## src/rtl/hisc_pkg.sv

```systemverilog
package hisc_pkg;
  localparam int REG_AW = 3;

  typedef enum logic [REG_AW-1:0] {
    RA_MASK     = 3'd0,
    RA_MASK_SET = 3'd1,
    RA_MASK_CLR = 3'd2,
    RA_PEEK     = 3'd3,
    RA_TAKE     = 3'd4,
    RA_ACK      = 3'd5,
    RA_CFG      = 3'd6,
    RA_NONE     = 3'd7
  } reg_addr_e;

  // source numbering
  localparam int SRC_RX0_DATA  = 0;
  localparam int SRC_TX_DATA   = 1;
  localparam int SRC_TX_XFER   = 2;
  localparam int SRC_RX1_DATA  = 3;
  localparam int SRC_RX_XFER   = 4;
  localparam int SRC_MBOX_A    = 5;
  localparam int SRC_MBOX_B    = 6;
  localparam int SRC_WAKE      = 7;
  localparam int SRC_TRACE_A   = 8;
  localparam int SRC_TRACE_B   = 9;
  localparam int SRC_CMD_DONE  = 10;
  localparam int SRC_INIT_DONE = 14;

  localparam int CFG_EN_BIT  = 0;
  localparam int CFG_LOW_BIT = 1;

  typedef struct packed {
    logic en;
    logic act_low;
  } line_cfg_t;
endpackage

```

## src/rtl/hisc_mask_bank.sv

```systemverilog
module hisc_mask_bank #(
  parameter int NUM_SRC = 16,
  parameter logic [NUM_SRC-1:0] RST_VAL = NUM_SRC'(1)
) (
  input  logic               clk_i,
  input  logic               rst_ni,
  input  logic               load_i,
  input  logic               set_i,
  input  logic               clr_i,
  input  logic [NUM_SRC-1:0] data_i,
  output logic [NUM_SRC-1:0] mask_o
);
  for (genvar k = 0; k < NUM_SRC; k++) begin : g_bit
    logic bit_q;
    always_ff @(posedge clk_i or negedge rst_ni) begin
      if (!rst_ni)                  bit_q <= RST_VAL[k];
      else if (load_i)              bit_q <= data_i[k];
      else if (set_i && data_i[k])  bit_q <= 1'b1;
      else if (clr_i && data_i[k])  bit_q <= 1'b0;
    end
    assign mask_o[k] = bit_q;
  end
endmodule

```

## src/rtl/hisc_pend_bank.sv

```systemverilog
module hisc_pend_bank #(
  parameter int NUM_SRC = 16
) (
  input  logic               clk_i,
  input  logic               rst_ni,
  input  logic [NUM_SRC-1:0] event_i,
  input  logic               take_i,
  input  logic               ack_i,
  input  logic [NUM_SRC-1:0] ack_bits_i,
  output logic [NUM_SRC-1:0] pend_o
);
  for (genvar k = 0; k < NUM_SRC; k++) begin : g_bit
    logic bit_q;
    logic drop;
    assign drop = take_i | (ack_i & ack_bits_i[k]);
    // a fresh event beats any clear in the same cycle
    always_ff @(posedge clk_i or negedge rst_ni) begin
      if (!rst_ni)         bit_q <= 1'b0;
      else if (event_i[k]) bit_q <= 1'b1;
      else if (drop)       bit_q <= 1'b0;
    end
    assign pend_o[k] = bit_q;
  end
endmodule

```

## src/rtl/hisc_line_drv.sv

```systemverilog
module hisc_line_drv
  import hisc_pkg::*;
#(
  parameter int NUM_SRC = 16
) (
  input  logic [NUM_SRC-1:0] pend_i,
  input  logic [NUM_SRC-1:0] mask_i,
  input  line_cfg_t          cfg_i,
  output logic               irq_o
);
  logic any_live;
  assign any_live = |(pend_i & ~mask_i);
  assign irq_o    = (any_live & cfg_i.en) ^ cfg_i.act_low;
endmodule

```

## src/rtl/host_irq_ctrl.sv

```systemverilog
module host_irq_ctrl
  import hisc_pkg::*;
#(
  parameter int NUM_SRC = 16,
  parameter int DATA_W  = 32,
  parameter int ADDR_W  = 3
) (
  input  logic               clk_i,
  input  logic               rst_ni,
  input  logic [NUM_SRC-1:0] event_i,
  input  logic               wr_en_i,
  input  logic               rd_en_i,
  input  logic [ADDR_W-1:0]  addr_i,
  input  logic [DATA_W-1:0]  wr_data_i,
  output logic [DATA_W-1:0]  rd_data_o,
  output logic               irq_o
);
  localparam logic [NUM_SRC-1:0] MASK_RST = NUM_SRC'(1);

  logic [NUM_SRC-1:0] wbits;
  logic [NUM_SRC-1:0] mask_q;
  logic [NUM_SRC-1:0] status_q;
  logic               cfg_en_q;
  logic               cfg_low_q;
  line_cfg_t          line_cfg;
  logic [DATA_W-1:0]  rd_view;
  logic [DATA_W-1:0]  rd_q;

  logic hit_mask, hit_set, hit_clr, hit_peek, hit_take, hit_ack, hit_cfg;

  assign wbits    = wr_data_i[NUM_SRC-1:0];
  assign hit_mask = addr_i == ADDR_W'(RA_MASK);
  assign hit_set  = addr_i == ADDR_W'(RA_MASK_SET);
  assign hit_clr  = addr_i == ADDR_W'(RA_MASK_CLR);
  assign hit_peek = addr_i == ADDR_W'(RA_PEEK);
  assign hit_take = addr_i == ADDR_W'(RA_TAKE);
  assign hit_ack  = addr_i == ADDR_W'(RA_ACK);
  assign hit_cfg  = addr_i == ADDR_W'(RA_CFG);

  if (DATA_W > NUM_SRC) begin : g_spare
    logic unused_hi;
    assign unused_hi = ^wr_data_i[DATA_W-1:NUM_SRC];
  end

  hisc_mask_bank #(.NUM_SRC(NUM_SRC), .RST_VAL(MASK_RST)) u_mask (
    .clk_i  (clk_i),
    .rst_ni (rst_ni),
    .load_i (wr_en_i & hit_mask),
    .set_i  (wr_en_i & hit_set),
    .clr_i  (wr_en_i & hit_clr),
    .data_i (wbits),
    .mask_o (mask_q)
  );

  hisc_pend_bank #(.NUM_SRC(NUM_SRC)) u_pend (
    .clk_i      (clk_i),
    .rst_ni     (rst_ni),
    .event_i    (event_i),
    .take_i     (rd_en_i & hit_take),
    .ack_i      (wr_en_i & hit_ack),
    .ack_bits_i (wbits),
    .pend_o     (status_q)
  );

  always_ff @(posedge clk_i or negedge rst_ni) begin
    if (!rst_ni) begin
      cfg_en_q  <= 1'b0;
      cfg_low_q <= 1'b0;
    end else if (wr_en_i && hit_cfg) begin
      cfg_en_q  <= wr_data_i[CFG_EN_BIT];
      cfg_low_q <= wr_data_i[CFG_LOW_BIT];
    end
  end

  assign line_cfg = '{en: cfg_en_q, act_low: cfg_low_q};

  hisc_line_drv #(.NUM_SRC(NUM_SRC)) u_line (
    .pend_i (status_q),
    .mask_i (mask_q),
    .cfg_i  (line_cfg),
    .irq_o  (irq_o)
  );

  always_comb begin
    rd_view = '0;
    if (hit_mask)                 rd_view = DATA_W'(mask_q);
    else if (hit_peek || hit_take) rd_view = DATA_W'(status_q);
    else if (hit_cfg) begin
      rd_view[CFG_EN_BIT]  = cfg_en_q;
      rd_view[CFG_LOW_BIT] = cfg_low_q;
    end
  end

  always_ff @(posedge clk_i or negedge rst_ni) begin
    if (!rst_ni)      rd_q <= '0;
    else if (rd_en_i) rd_q <= rd_view;
  end

  assign rd_data_o = rd_q;
endmodule

```

## config.mk

```make
export PLATFORM = sky130hd
export DESIGN_NAME = host_irq_ctrl
export DESIGN_NICKNAME = d
export VERILOG_FILES = /design/src/rtl/hisc_pkg.sv /design/src/rtl/hisc_mask_bank.sv /design/src/rtl/hisc_pend_bank.sv /design/src/rtl/hisc_line_drv.sv /design/src/rtl/host_irq_ctrl.sv
export SDC_FILE = /design/constraint.sdc
export NUM_CORES = 1
export LEC_CHECK = 0
export BUFFER_PORTS_ARGS = -buffer_cell sky130_fd_sc_hd__buf_2
export CAP_MARGIN = 10
export CORE_ASPECT_RATIO = 0.8
export CORE_MARGIN = 3
export CORE_UTILIZATION = 49
export DETAILED_ROUTE_END_ITERATION = 8
export PLACE_DENSITY_LB_ADDON = 0.08
export SYNTH_ARGS = -nofsm -noshare
export SYNTH_HDL_FRONTEND = slang
export SYNTH_SLANG_ARGS = --single-unit
```

## constraint.sdc

```tcl
create_clock -name clk_i -period 2.2 [get_ports clk_i]
set_clock_uncertainty 0.2 [all_clocks]
set_input_delay 0.11 -clock clk_i [delete_from_list [all_inputs] [get_ports clk_i]]
set_output_delay 0.11 -clock clk_i [all_outputs]
set_load 0.01 [all_outputs]
```

==> run metrics <==
post-DP HPWL=4103 um; root buffer cell=clkbuf_8; syn_area_per_cell=10.14 um^2; Final Critical Period=2.214 ns; Synth cell types=32; CP peak stage delay=0.40 ns; Skew-Pair Late Insertion Delay=0.30 ns; RSZ-0062 raised after global routing=true; global-route wire length before repair=10270 um; worst-path cell with the longest stage delay=dfrtp_1; GP Congestion=0.7758; Vias/cell=5.347; status=finished with violations; Fin. Hold Viols=0; final setup vio count=1; WL final=6455 um; main area contributors after synthesis=dfrtp_1, a22o_1, a31o_1; drt wl/cell=15.98 um; Final nets=399; share of post-route cells with drive strength above 1=24.13%; fin crit share=100.6%; drt first pass iters=4; port buffer count=55; total CTS buffers=5; R2R Path Start=u_pend.g_bit[7].bit_q; synthesis-stage register bit count=50; beginning of the worst hold path=wr_en_i; fraction of registers with async set/reset=100.0%; Fmax=451.6 MHz; Synth Instances=239; GR peak layer=met2; RR Endpoint=u_pend.g_bit[7].bit_q; CTS tree=yes; Post-synth EDFFs=0; worst hold path class=primary input to register; DRT iter0 DRCs=198; gr ovfl total=0; Worst Tran Pin Value=0.5820 ns; initial antenna violation count=0; Clock Path Buffers=2; peak supply drop=435.8 uV; Slew HR=61.20%; most common cell in the netlist=dfrtp_1; routing usage on met3=5.344%; Total GRT Usage=23.20%; CP required=1.89 ns; number of cell rows=22; met2 Resource Use GR=35.74%; post-route setup TNS=-0.01421 ns; Yosys top cell area share=50.62%; sequential share of the synthesized area=51.70%; Pwr per Cell Area=635.8 nW/um^2; Worst R2R Path Depth=3; die width=84.61 um; Yosys warning total=0; Num Clock Sinks=50; Worst Hold Path Cells=3; Synth Flop Type=dfrtp_1; grt met1 use=33.51%; r2r setup slk=0.64 ns; CORE AREA=4679 um^2; startpoint types=register; Commonest cells post-synth=dfrtp_1, nor2_1, a21oi_1; Starting Density=51.76%; vias in the first global route=2034; H-tree levels=2; Leak Pwr=1.469 nW; Cell Chain, Critical Path=nor2b_4, a2111oi_4, o2111ai_2, o41ai_2, xnor2_1, buf_2; Clock transition at path regs=0.09 ns; Synth Cell Area=2422 um^2; Yosys top cell by area=dfrtp_1; Slew Limit Fails=0; Syn-to-layout area delta=36.42%; final worst slack=-0.01421 ns; Worst Hold End=cfg_en_q; Setup Crit Path Kind=register to output port; crit-path max FO=2; endpoint class of the critical path=output port; Detail Route Antenna Nets=0; largest net degree at the start of global routing=33; pre-CTS setup slack=0.1576 ns; failing checks=setup timing; ant diodes=0; die area=5828 um^2; CP arrival=1.90 ns; max-cap violations=0; IO Count=88; die extent in y=68.89 um; DRC=0; fin util=70.62%; via count=2160
[sequential cells by signal (all words and copies together), names as in the netlist]
register,flops
cfg_en_q,1
cfg_low_q,1
rd_data_o,16
u_mask.g_bit.bit_q,16
u_pend.g_bit.bit_q,16
[final cells by class]
type                    count  area (um^2)
multi-input cells         163         1011
inverters                  11        41.29
clock inverters             2        10.01
repair buffers            113        845.8
well taps                  60        75.07
fillers                   388         1375
clock buffers               5        68.82
flip-flops and latches     50         1252
[metal layers]
layer  up-vias  share of wire [%]  wire (um)
li1       1039                  -          -
met2        93                 45       2893
met1      1020                 46       2979
met4         0               0.91         59
met3         8                8.1        522
met5         -                  0          0
[power breakdown]
part | internal [mW] | total, mW | switching, mW | leakage (nW)
combinational | 0.244 | 0.471 | 0.227 | 0.869
sequential | 1.03 | 1.12 | 0.0903 | 0.557
clock | 0.214 | 0.509 | 0.295 | 0.0438
total | 1.49 | 2.10 | 0.612 | 1.47
[placed cells by master (no fill, tap or decap), types with 4 or more instances in the layout]
master / count
clkbuf_8: 5
a21oi_1: 20
buf_4: 8
nor2_1: 23
a22oi_1: 16
conb_1: 16
inv_1: 9
a31o_1: 15
a22o_1: 16
dlygate4sd3_1: 49
buf_2: 55
dfrtp_1: 49
nand2_1: 17
nor2b_1: 4
o21ai_0: 16
mux2_2: 4
[worst max-delay path: cells and delay by family, from the launching register on]
kind	cells	cell delay, ns
AO/OA/AOI/OAI	3	0.77
flip-flops	1	0.40
XOR/XNOR	1	0.15
buffers and inverters	1	0.15
AND/OR/NAND/NOR	1	0.14
[cells by family (layout without fill, tap and decap cells)]
| kind of cell | after synthesis | count (layout) | synth area share (%) |
|---|---|---|---|
| other | 1 | 16 | 0.1548 |
| muxes | 4 | 4 | 1.859 |
| buffers and inverters | 41 | 131 | 9.143 |
| xor gates and xnor gates | 1 | 1 | 0.3616 |
| DFF | 50 | 50 | 51.70 |
| AOI/OAI and AO/OA | 91 | 91 | 27.33 |
| and+or+nand+nor | 51 | 51 | 9.452 |
[what timing repair did]
item	CTS	global route
hold endpoints to repair	57	0
setup endpoints to repair	1	1
pin swaps	3	0
setup buffers	1	0
gates resized for setup	1	0
hold buffers	49	0
gates cloned	0	0
[worst max-delay path by stage]
stage | slack [ns] | cells after the start | end | startpoint
4_1_cts | -0.02 | 6 | irq_o | u_pend.g_bit[7].bit_q
2_1_floorplan | 0.37 | 5 | irq_o | u_pend.g_bit[7].bit_q
5_1_grt | -0.07 | 6 | irq_o | u_pend.g_bit[7].bit_q
3_3_place_gp | 0.16 | 6 | irq_o | u_pend.g_bit[7].bit_q
6_report | -0.01 | 6 | irq_o | u_pend.g_bit[7].bit_q
3_5_place_dp | 0.16 | 6 | irq_o | u_pend.g_bit[7].bit_q
[stage by stage]
stage / cells / total power [mW] / hold WS [ns] / cell area (um^2)
6_report: 404 / 2.101 / 0.04179 / 3304
3_5_place_dp: 347 / 1.535 / -0.06960 / 2721
4_1_cts: 404 / 2.104 / 0.03642 / 3304
5_1_grt: 404 / 2.220 / 0.04374 / 3304
2_1_floorplan: 254 / 1.382 / -0.3856 / 2479
3_3_place_gp: 347 / 1.528 / -0.06031 / 2721
No activity file was read; power rests on OpenSTA's default activity.
